--- src/rtl/xbus_pkg.sv ---
package xbus_pkg;

   typedef enum logic [2:0] {
      ST_IDLE  = 3'd0,
      ST_ADDR  = 3'd1,
      ST_FLOAT = 3'd2,
      ST_DATA  = 3'd3,
      ST_RECOV = 3'd4
   } xbus_state_e;

   function automatic int imax(input int a, input int b);
      return (a > b) ? a : b;
   endfunction

endpackage

--- src/rtl/xbus_req_latch.sv ---
module xbus_req_latch #(
   parameter int ADDR_W = 13,
   parameter int DATA_W = 8,
   parameter int WAIT_W = 2
) (
   input  logic              clk,
   input  logic              rst_n,
   input  logic              load_i,
   input  logic [ADDR_W-1:0] addr_i,
   input  logic [DATA_W-1:0] wdata_i,
   input  logic              we_i,
   input  logic              dmem_i,
   input  logic [WAIT_W-1:0] wait_i,
   output logic [ADDR_W-1:0] addr_q,
   output logic [DATA_W-1:0] wdata_q,
   output logic              we_q,
   output logic              dmem_q,
   output logic [WAIT_W-1:0] wait_q
);

   always_ff @(posedge clk or negedge rst_n) begin
      if (!rst_n) begin
         addr_q  <= '0;
         wdata_q <= '0;
         we_q    <= 1'b0;
         dmem_q  <= 1'b0;
         wait_q  <= '0;
      end else if (load_i) begin
         addr_q  <= addr_i;
         wdata_q <= wdata_i;
         we_q    <= we_i;
         dmem_q  <= dmem_i;
         wait_q  <= wait_i;
      end
   end

endmodule

--- src/rtl/xbus_seq.sv ---
module xbus_seq
   import xbus_pkg::*;
#(
   parameter int WAIT_W     = 2,
   parameter int ADDR_CLKS  = 2,
   parameter int FLOAT_CLKS = 1,
   parameter int RD_DS_CLKS = 4,
   parameter int WR_DS_CLKS = 2,
   parameter int WAIT_CLKS  = 1,
   parameter int REC_CLKS   = 2
) (
   input  logic              clk,
   input  logic              rst_n,
   input  logic              req_i,
   input  logic              we_q,
   input  logic [WAIT_W-1:0] wait_q,
   output xbus_state_e       state_o,
   output logic              accept_o,
   output logic              setup_o,
   output logic              last_data_o,
   output logic              done_o
);

   localparam int EXT_MAX  = ((1 << WAIT_W) - 1) * WAIT_CLKS;
   localparam int DATA_MAX = imax(RD_DS_CLKS, WR_DS_CLKS + 1) + EXT_MAX;
   localparam int LEN_MAX  = imax(imax(ADDR_CLKS, FLOAT_CLKS), imax(REC_CLKS, DATA_MAX));
   localparam int CNT_W    = $clog2(LEN_MAX + 1);
   localparam bit WC_POW2  = (WAIT_CLKS & (WAIT_CLKS - 1)) == 0;

   xbus_state_e      state;
   logic [CNT_W-1:0] cnt;
   logic [CNT_W-1:0] len;
   logic [CNT_W-1:0] ext;
   logic             phase_end;

   generate
      if (WC_POW2) begin : g_ext_shift
         assign ext = CNT_W'(wait_q) << $clog2(WAIT_CLKS);
      end else begin : g_ext_mul
         assign ext = CNT_W'(wait_q) * CNT_W'(WAIT_CLKS);
      end
   endgenerate

   always_comb begin
      case (state)
         ST_ADDR:  len = CNT_W'(ADDR_CLKS);
         ST_FLOAT: len = CNT_W'(FLOAT_CLKS);
         ST_DATA:  len = (we_q ? CNT_W'(WR_DS_CLKS + 1) : CNT_W'(RD_DS_CLKS)) + ext;
         ST_RECOV: len = CNT_W'(REC_CLKS);
         default:  len = CNT_W'(1);
      endcase
   end

   assign phase_end   = (cnt == len - 1'b1);
   assign accept_o    = (state == ST_IDLE) && req_i;
   assign setup_o     = (state == ST_DATA) && we_q && (cnt == '0);
   assign last_data_o = (state == ST_DATA) && phase_end;
   assign state_o     = state;

   always_ff @(posedge clk or negedge rst_n) begin
      if (!rst_n) begin
         state  <= ST_IDLE;
         cnt    <= '0;
         done_o <= 1'b0;
      end else begin
         done_o <= 1'b0;
         if (state == ST_IDLE) begin
            cnt <= '0;
            if (req_i) state <= ST_ADDR;
         end else if (phase_end) begin
            cnt <= '0;
            case (state)
               ST_ADDR:  state <= ST_FLOAT;
               ST_FLOAT: state <= ST_DATA;
               ST_DATA:  state <= ST_RECOV;
               default: begin
                  state  <= ST_IDLE;
                  done_o <= 1'b1;
               end
            endcase
         end else begin
            cnt <= cnt + 1'b1;
         end
      end
   end

endmodule

--- src/rtl/xbus_pads.sv ---
module xbus_pads
   import xbus_pkg::*;
#(
   parameter int ADDR_W        = 13,
   parameter int DATA_W        = 8,
   parameter bit DM_ACTIVE_LOW = 1'b1
) (
   input  xbus_state_e              state_i,
   input  logic                     setup_i,
   input  logic [ADDR_W-1:0]        addr_q,
   input  logic [DATA_W-1:0]        wdata_q,
   input  logic                     we_q,
   input  logic                     dmem_q,
   output logic [ADDR_W-DATA_W-1:0] ahi_o,
   output logic [DATA_W-1:0]        ad_o,
   output logic                     ad_oe_o,
   output logic                     as_n_o,
   output logic                     ds_n_o,
   output logic                     rw_o,
   output logic                     dmsel_o
);

   logic busy;
   logic wr_drive;
   logic dm_on;

   assign busy     = (state_i != ST_IDLE);
   assign wr_drive = we_q && ((state_i == ST_DATA) || (state_i == ST_RECOV));
   assign dm_on    = busy && dmem_q;

   assign ahi_o   = busy ? addr_q[ADDR_W-1:DATA_W] : '0;
   assign as_n_o  = (state_i != ST_ADDR);
   assign ds_n_o  = !((state_i == ST_DATA) && !setup_i);
   assign ad_oe_o = (state_i == ST_ADDR) || wr_drive;
   assign ad_o    = (state_i == ST_ADDR) ? addr_q[DATA_W-1:0] :
                    wr_drive             ? wdata_q : '0;
   assign rw_o    = busy ? !we_q : 1'b1;

   generate
      if (DM_ACTIVE_LOW) begin : g_dm_low
         assign dmsel_o = !dm_on;
      end else begin : g_dm_high
         assign dmsel_o = dm_on;
      end
   endgenerate

endmodule

--- src/rtl/xbus_ctrl.sv ---
module xbus_ctrl
   import xbus_pkg::*;
#(
   parameter int ADDR_W        = 13,
   parameter int DATA_W        = 8,
   parameter int WAIT_W        = 2,
   parameter int ADDR_CLKS     = 2,
   parameter int FLOAT_CLKS    = 1,
   parameter int RD_DS_CLKS    = 4,
   parameter int WR_DS_CLKS    = 2,
   parameter int WAIT_CLKS     = 1,
   parameter int REC_CLKS      = 2,
   parameter bit DM_ACTIVE_LOW = 1'b1
) (
   input  logic                     clk,
   input  logic                     rst_n,
   input  logic                     req_i,
   input  logic                     req_we_i,
   input  logic                     req_dmem_i,
   input  logic [ADDR_W-1:0]        req_addr_i,
   input  logic [DATA_W-1:0]        req_wdata_i,
   input  logic [WAIT_W-1:0]        wait_cnt_i,
   output logic [DATA_W-1:0]        rdata_o,
   output logic                     done_o,
   output logic [ADDR_W-DATA_W-1:0] ahi_o,
   output logic [DATA_W-1:0]        ad_o,
   output logic                     ad_oe_o,
   input  logic [DATA_W-1:0]        ad_i,
   output logic                     as_n_o,
   output logic                     ds_n_o,
   output logic                     rw_o,
   output logic                     dmsel_o
);

   generate
      if (ADDR_W <= DATA_W) begin : g_bad_width
         $error("xbus_ctrl: ADDR_W must exceed DATA_W");
      end
      if (ADDR_CLKS < 1 || FLOAT_CLKS < 1 || RD_DS_CLKS < 1 ||
          WR_DS_CLKS < 1 || WAIT_CLKS < 1 || REC_CLKS < 1) begin : g_bad_len
         $error("xbus_ctrl: every phase length must be at least one clock");
      end
      if (WAIT_W < 1) begin : g_bad_wait
         $error("xbus_ctrl: WAIT_W must be at least 1");
      end
   endgenerate

   xbus_state_e       state;
   logic              accept;
   logic              setup;
   logic              last_data;
   logic [ADDR_W-1:0] addr_q;
   logic [DATA_W-1:0] wdata_q;
   logic              we_q;
   logic              dmem_q;
   logic [WAIT_W-1:0] wait_q;

   xbus_req_latch #(
      .ADDR_W (ADDR_W),
      .DATA_W (DATA_W),
      .WAIT_W (WAIT_W)
   ) u_latch (
      .clk     (clk),
      .rst_n   (rst_n),
      .load_i  (accept),
      .addr_i  (req_addr_i),
      .wdata_i (req_wdata_i),
      .we_i    (req_we_i),
      .dmem_i  (req_dmem_i),
      .wait_i  (wait_cnt_i),
      .addr_q  (addr_q),
      .wdata_q (wdata_q),
      .we_q    (we_q),
      .dmem_q  (dmem_q),
      .wait_q  (wait_q)
   );

   xbus_seq #(
      .WAIT_W     (WAIT_W),
      .ADDR_CLKS  (ADDR_CLKS),
      .FLOAT_CLKS (FLOAT_CLKS),
      .RD_DS_CLKS (RD_DS_CLKS),
      .WR_DS_CLKS (WR_DS_CLKS),
      .WAIT_CLKS  (WAIT_CLKS),
      .REC_CLKS   (REC_CLKS)
   ) u_seq (
      .clk         (clk),
      .rst_n       (rst_n),
      .req_i       (req_i),
      .we_q        (we_q),
      .wait_q      (wait_q),
      .state_o     (state),
      .accept_o    (accept),
      .setup_o     (setup),
      .last_data_o (last_data),
      .done_o      (done_o)
   );

   xbus_pads #(
      .ADDR_W        (ADDR_W),
      .DATA_W        (DATA_W),
      .DM_ACTIVE_LOW (DM_ACTIVE_LOW)
   ) u_pads (
      .state_i (state),
      .setup_i (setup),
      .addr_q  (addr_q),
      .wdata_q (wdata_q),
      .we_q    (we_q),
      .dmem_q  (dmem_q),
      .ahi_o   (ahi_o),
      .ad_o    (ad_o),
      .ad_oe_o (ad_oe_o),
      .as_n_o  (as_n_o),
      .ds_n_o  (ds_n_o),
      .rw_o    (rw_o),
      .dmsel_o (dmsel_o)
   );

   // read sample taken on the edge that ends the data strobe
   always_ff @(posedge clk or negedge rst_n) begin
      if (!rst_n) begin
         rdata_o <= '0;
      end else if (last_data && !we_q) begin
         rdata_o <= ad_i;
      end
   end

endmodule

--- config.mk ---
export PLATFORM = sky130hd
export DESIGN_NAME = xbus_ctrl
export DESIGN_NICKNAME = d
export VERILOG_FILES = /design/src/rtl/xbus_pkg.sv /design/src/rtl/xbus_req_latch.sv /design/src/rtl/xbus_seq.sv /design/src/rtl/xbus_pads.sv /design/src/rtl/xbus_ctrl.sv
export SDC_FILE = /design/constraint.sdc
export NUM_CORES = 1
export LEC_CHECK = 0
export ABC_AREA = 1
export ABC_CLOCK_PERIOD_IN_PS = 3800
export BUFFER_PORTS_ARGS = -buffer_cell sky130_fd_sc_hd__buf_2
export CORE_MARGIN = 3
export CORE_UTILIZATION = 54
export DETAILED_ROUTE_END_ITERATION = 16
export GPL_ROUTABILITY_DRIVEN = 1
export MAX_ROUTING_LAYER = met4
export PLACE_DENSITY = 0.84
export REMOVE_ABC_BUFFERS = 1
export SKIP_LAST_GASP = 1
export SYNTH_ARGS = -nofsm -noshare
export SYNTH_HDL_FRONTEND = slang
export SYNTH_SLANG_ARGS = --single-unit
export TNS_END_PERCENT = 20
--- constraint.sdc ---
create_clock -name clk -period 3.8 [get_ports clk]
set_input_delay 0.19 -clock clk [delete_from_list [all_inputs] [get_ports clk]]
set_output_delay 0.19 -clock clk [all_outputs]
set_load 0.02 [all_outputs]
== Yosys cells after proc, flatten, opt, wreduce, memory -nomap -nowiden ==
Cells that the tools add are included.

* Output and inout bits: 27
* Memory bits (writable): 0
* Flip-flop bits (word level): 40
* Logic and storage cells: 55
* ROM bits: 0
* Memories kept: 0
* Latch bits: 0
* Input bits: 36

* Reduce and logical (&&, ||, !) cells: 21
* Div/mod/pow operators: 0
* Shift operators: 0
* Multiplexer cells: 15
* Multiply operators: 0
* Add/subtract/negate cells: 3
* Order comparisons: 0
* Equality and inequality tests: 7
* Bitwise gates (word level): 0

{| class="wikitable"
|+ Operators with widths
! cell !! number
|-
| $mux 3 || 6
|-
| $mux 8 || 2
|-
| $pmux 3 s3 || 1
|-
| $logic_and 1x1->1 || 8
|-
| $eq 3x2->1 const B || 2
|-
| $logic_not 3->1 || 2
|-
| $pmux 3 s2 || 1
|-
| $mux 5 || 1
|-
| $logic_not 1->1 || 4
|-
| $mux 1 || 4
|-
| $add 3x1->3 const B || 1
|-
| $add 3x2->3 || 1
|-
| $eq 3x1->1 const B || 1
|-
| $eq 3x3->1 || 1
|-
| $eq 3x3->1 const B || 1
|-
| $ne 3x1->1 const B || 1
|-
| $reduce_bool 3->1 || 1
|-
| $reduce_or 3->1 || 1
|-
| $sub 3x1->3 const B || 1
|-
| $logic_or 1x1->1 || 2
|-
| $ne 2x2->1 const B || 1
|-
| $reduce_and 2->1 || 1
|-
| $reduce_bool 2->1 || 1
|-
| $reduce_or 2->1 || 1
|}

== Longest topological paths before layout ==
* Depth in word-level cells: 7
* Gate-level depth with buffers: 14
* Gate-level depth less buffers: 14

== Modules after synthesis ==
From an unflattened synthesis, not the netlist that was laid out.

* Cell total of the unflattened synthesis: 266
* Area, all modules: 2073.2 um^2

{| class="wikitable"
|+ By module, submodules not included
! module !! instances !! sequential area each (um^2) !! cells each !! area an instance (um^2)
|-
| xbus_req_latch || 1 || 625.6 || 106 || 964.7
|-
| xbus_seq || 1 || 175.2 || 75 || 559.3
|-
| xbus_ctrl || 1 || 200.2 || 35 || 326.6
|-
| xbus_pads || 1 || 0.0 || 50 || 222.7
|}

== Worst setup path after synthesis ==
No wires, ideal clock.

* Kind: reg-to-reg
* Start: register u_latch.we_q
* End: register rdata_o[5]
* Setup time: 0.118 ns
* Data required time: 3.682 ns
* Path slack: 1.514 ns
* Period minus slack after synthesis: 2.286 ns
* Path buffers: 1
* Cell stages (with the launch flop): 14
* Data arrival time: 2.168 ns
* Path through: dfrtp_1 -> ha_1 -> inv_1 -> fa_1 -> nand3_1 -> nand2_1 -> ha_1 -> xor2_1 -> nand2_1 -> nor2_4 -> nand3_4 -> buf_6 -> nand2_1 -> o21ai_2

* Cells in the longest elaborated chain, start to end: 7
* Elaborated cells on any way between the ends: 8
* Those cells by class: add/sub (2); eq/ne (1); mux (2); reduce/logical (3)

{| class="wikitable"
|+ RTL lines
! element !! RTL line !! text
|-
| from (decl) || xbus_req_latch.sv:16 || <nowiki>output logic we_q,</nowiki>
|-
| from (signal assigned) || xbus_req_latch.sv:31 || <nowiki>we_q <= we_i;</nowiki>
|-
| $mux 3 || xbus_seq.sv:48 || <nowiki>ST_DATA: len = (we_q ? CNT_W'(WR_DS_CLKS + 1) : CNT_W'(RD_DS_CLKS)) + ext;</nowiki>
|-
| $add 3x2->3 || xbus_seq.sv:48 ||
|-
| $pmux 3 s2 || xbus_seq.sv:45 || <nowiki>case (state)</nowiki>
|-
| $sub 3x1->3 || xbus_seq.sv:54 || <nowiki>assign phase_end = (cnt == len - 1'b1);</nowiki>
|-
| $eq 3x3->1 || xbus_seq.sv:54 ||
|-
| $logic_and 1x1->1 || xbus_seq.sv:57 || <nowiki>assign last_data_o = (state == ST_DATA) && phase_end;</nowiki>
|-
| $logic_and 1x1->1 * || xbus_ctrl.sv:123 || <nowiki>end else if (last_data && !we_q) begin</nowiki>
|-
| to (signal assigned) || xbus_ctrl.sv:124 || <nowiki>rdata_o <= ad_i;</nowiki>
|-
| to (decl) || xbus_ctrl.sv:23 || <nowiki>output logic [DATA_W-1:0] rdata_o,</nowiki>
|}

Every way passes the cells marked *; elsewhere a longest branch is shown, timed or not.
A chain may end at the register's enable or synchronous reset.

== Worst setup path after layout ==
* Start: register u_latch.we_q
* End: register rdata_o[4]

Same word-level chain as after synthesis.

==> flow_metrics.py <==
metrics = {
    "run_status": {
        "status": "complete, no violations",
    },
    "routing": {
        "wirelength_um": 3620,
        "wl_per_cell_um": 11.4,
        "remaining_drc_errors": 0,
        "first_pass_iters": 4,
        "drt_iter0_markers": 74,
        "ant_nets": 0,
        "vias": 1522,
        "viasPerCell": 4.79,
    },
    "clock_network": {
        "cts-resized-gates": 0,
        "cts_buffer_depth": 2,
        "cts_sinks": 40,
        "insertion_delay_ns": 0.34,
        "cts_buffers": 5,
        "path_clk_slew_ns": 0.10,
        "cts-htree-levels": 2,
        "cts.repair_timing.setup_buffer_count": 0,
        "cts_root_buffer": "clkbuf_4",
        "cts_tree": "built",
    },
    "global_routing": {
        "overflow": 0,
        "first_global_vias": 1467,
        "grt_first_pass_wirelength_um": 6380,
        "grt_usage_pct": 19.4,
        "antenna_found_initial": 0,
        "grt_max_degree": 41,
    },
    "layout": {
        "area_growth_pct": 20.1,
        "multi_input_area_um2": 832,
        "nets": 313,
        "antenna_cells": 0,
        "drive_above_1_share_pct": 33.1,
        "seqCellArea_um2": 1000,
        "fill_cells": 277,
    },
    "worst_setup_path": {
        "reg2reg_depth": 12,
        "cp_max_fo": 16,
        "cp_slowest_cell": "dfrtp_1",
        "critical_path.most_common_cell": "nand2_1",
        "crit_type": "reg -> reg",
        "cp_data_required_time_ns": 4.03,
        "crit_chain": "ha_1 -> inv_1 -> fa_1 -> nand3_1 -> nand2_1 -> ha_1 -> xor2_1 -> nand2_1 -> nor2_4 -> nand3_4 -> nand2_1 -> o21ai_2",
        "end_kind": "flop",
        "startpoint_type": "flop",
        "cp_slowest_stage_delay_ns": 0.64,
        "arrival_ns": 2.91,
    },
    "yosys": {
        "yosysMostFrequentCell": "nand2_1",
        "synthMuxAreaShare_pct": 10.3,
        "synthSimpleGateAreaFrac_pct": 21.2,
        "synth_cells": 207,
        "synth_top_cell_area_share_pct": 51.0,
        "synth_commonest_cells": "50 x nand2_1, 40 x dfrtp_1, 24 x inv_1",
        "synth-compound-area-share_pct": 5.99,
        "yosys_register_bits": 40,
        "syn_avg_cell_area_um2": 9.48,
        "synthArstFlopShare_pct": 100,
        "ys_warn_count": 0,
        "ys_seq_area_share_pct": 51.0,
        "yosysTopAreaCell": "dfrtp_1",
        "synth_area_um2": 1960,
        "synth_area_leaders": "dfrtp_1 51%, nand2_1 9.6%, mux2_1 7.5%",
        "synth_xor_area_share_pct": 1.34,
        "ys.flop_type": "dfrtp_1",
        "synth_adder_area_share_pct": 3.57,
        "synth-edff-count": 0,
        "synth_top_family_by_area": "simple AND/OR/NAND/NOR gates",
        "ys_types": 26,
    },
    "sta": {
        "slew_headroom_pct": 43.4,
        "min_period_ns": 2.68,
        "hold_slack_ns": 0.0566,
        "period_share_pct": 70.5,
        "slew_viol_final": 0,
        "fmax_mhz": 373,
        "setup_viol": 0,
        "fin_setup_tns_ns": 0,
        "fin_worst_skew_ns": 0.00511,
        "rsz0062_at_grt": "no",
        "tightest_slew_ns": 0.849,
        "hold_viol": 0,
    },
    "place": {
        "io_buffer_count": 62,
        "place.gp.congestion": 0.889,
        "dp.final_hpwl_um": 2760,
    },
    "power_and_ir_drop": {
        "p_int_w": 0.00114,
        "pwr-share-comb_pct": 56.4,
        "p_leak_nw": 1.29,
        "swShare_pct": 47.7,
        "switchingPower_w": 0.00104,
        "ir_drop_v": 0.000494,
        "power.share.clock_pct": 8.9,
        "power.density_nw_per_um2": 922,
        "p_seq_share_pct": 34.7,
    },
    "floorplan": {
        "die_x_um": 66.3,
        "coreArea_um2": 3420,
        "io_pins": 63,
        "fp.dieArea_um2": 4400,
        "start_util_pct": 57.5,
        "die_y_um": 66.3,
        "rows": 21,
    },
    "flow_run": {
        "drv_cap": 0,
    },
    "worst_hold_path": {
        "holdCritPathClass": "in -> reg",
        "whs_path_depth": 2,
    },
}
[metal layers]
| layer | wire length (um) | vias to the layer above | global-route usage [%] |
|---|---|---|---|
| met5 | 0 | - | - |
| met4 | 44 | 0 | 4.82 |
| met3 | 183 | 5 | 5.27 |
| met2 | 1790 | 33 | 31.1 |
| met1 | 1600 | 700 | 24.4 |
| li1 | - | 784 | - |
[stage by stage]
step	worst slack, ns	util, %	total power [W]	std cells	cell area [um^2]
after global routing	0.908	69.0	0.00239	318	2360
after CTS	1.12	69.0	0.00220	318	2360
final	1.12	69.0	0.00218	318	2360
after detailed placement	1.14	67.4	0.00201	310	2300
after global placement	1.24	67.4	0.00197	310	2300
after floorplan	1.40	-	0.00166	202	1930
[registers in the layout, indices dropped and copies added, names as in the netlist]
name             cells
u_seq.state_o        3
u_latch.wait_q       2
u_seq.done_o         1
u_seq.cnt            3
u_latch.addr_q      13
u_latch.dmem_q       1
u_latch.wdata_q      8
u_latch.we_q         1
rdata_o              8
[critical path: cells and delay by family, from the launching register on]
| kind | cells | cell delay (ns) |
|---|---|---|
| adders and majority gates | 3 | 0.94 |
| and+or+nand+nor | 6 | 0.73 |
| DFF | 1 | 0.64 |
| xor gates and xnor gates | 1 | 0.17 |
| AOI/OAI and AO/OA | 1 | 0.06 |
| buffers and inverters | 1 | 0.05 |
[logic make-up after synthesis]
kind of cell    Yosys count
simple gates             92
mux                      18
compound gates           17
buf+inv                  32
xor+xnor                  3
fa+ha+maj                 5
flops                    40
[cells in the final DEF, fill, tap and decap left out, types with 4 or more instances in the layout]
| master | Yosys | final |
|---|---|---|
| a21oi_1 | 7 | 7 |
| buf_2 | 2 | 62 |
| clkbuf_4 | 0 | 5 |
| dfrtp_1 | 40 | 40 |
| ha_1 | 4 | 4 |
| inv_1 | 24 | 24 |
| mux2_1 | 13 | 13 |
| mux2_2 | 5 | 5 |
| nand2_1 | 50 | 50 |
| nand3_1 | 16 | 16 |
| nor2_1 | 17 | 17 |
| o21ai_2 | 8 | 8 |
[power by group through the flow]
stage	clock (W)	combinational, W	sequential (W)
final	0.000193	0.00123	0.000755
after global routing	0.000219	0.00139	0.000785
after CTS	0.000199	0.00125	0.000757
after detailed placement	0	0.00124	0.000767
after global placement	0	0.00121	0.000756
after floorplan	0	0.000875	0.000786
[area by class of cell]
| type | count | share of cell area, % |
|---|---|---|
| clock buffer | 6 | 1.75 |
| clock inverter | 1 | 0.212 |
| inverter | 27 | 4.30 |
| multi-input combinational | 135 | 35.3 |
| sequential | 40 | 42.4 |
| tap | 46 | 2.44 |
| timing repair buffer | 63 | 13.6 |
[worst paths after layout]
kind                                    start                  to  slack, ns
worst max-delay path             u_latch.we_q          rdata_o[4]       1.12
worst min-delay path            req_addr_i[6]   u_latch.addr_q[6]       0.06
worst max register to register   u_latch.we_q          rdata_o[4]       1.12
worst min register to register     rdata_o[6]          rdata_o[6]       0.49
max in group asynchronous               rst_n  u_latch.wdata_q[2]       2.79
min in group asynchronous               rst_n   u_latch.addr_q[9]       0.48
[timing repair]
item / CTS / global route
endpoints found under the hold margin: 40 / 0
hold buffers: 1 / 0
setup endpoints to repair: 0 / 0
Power figures use the tool's default switching activity.
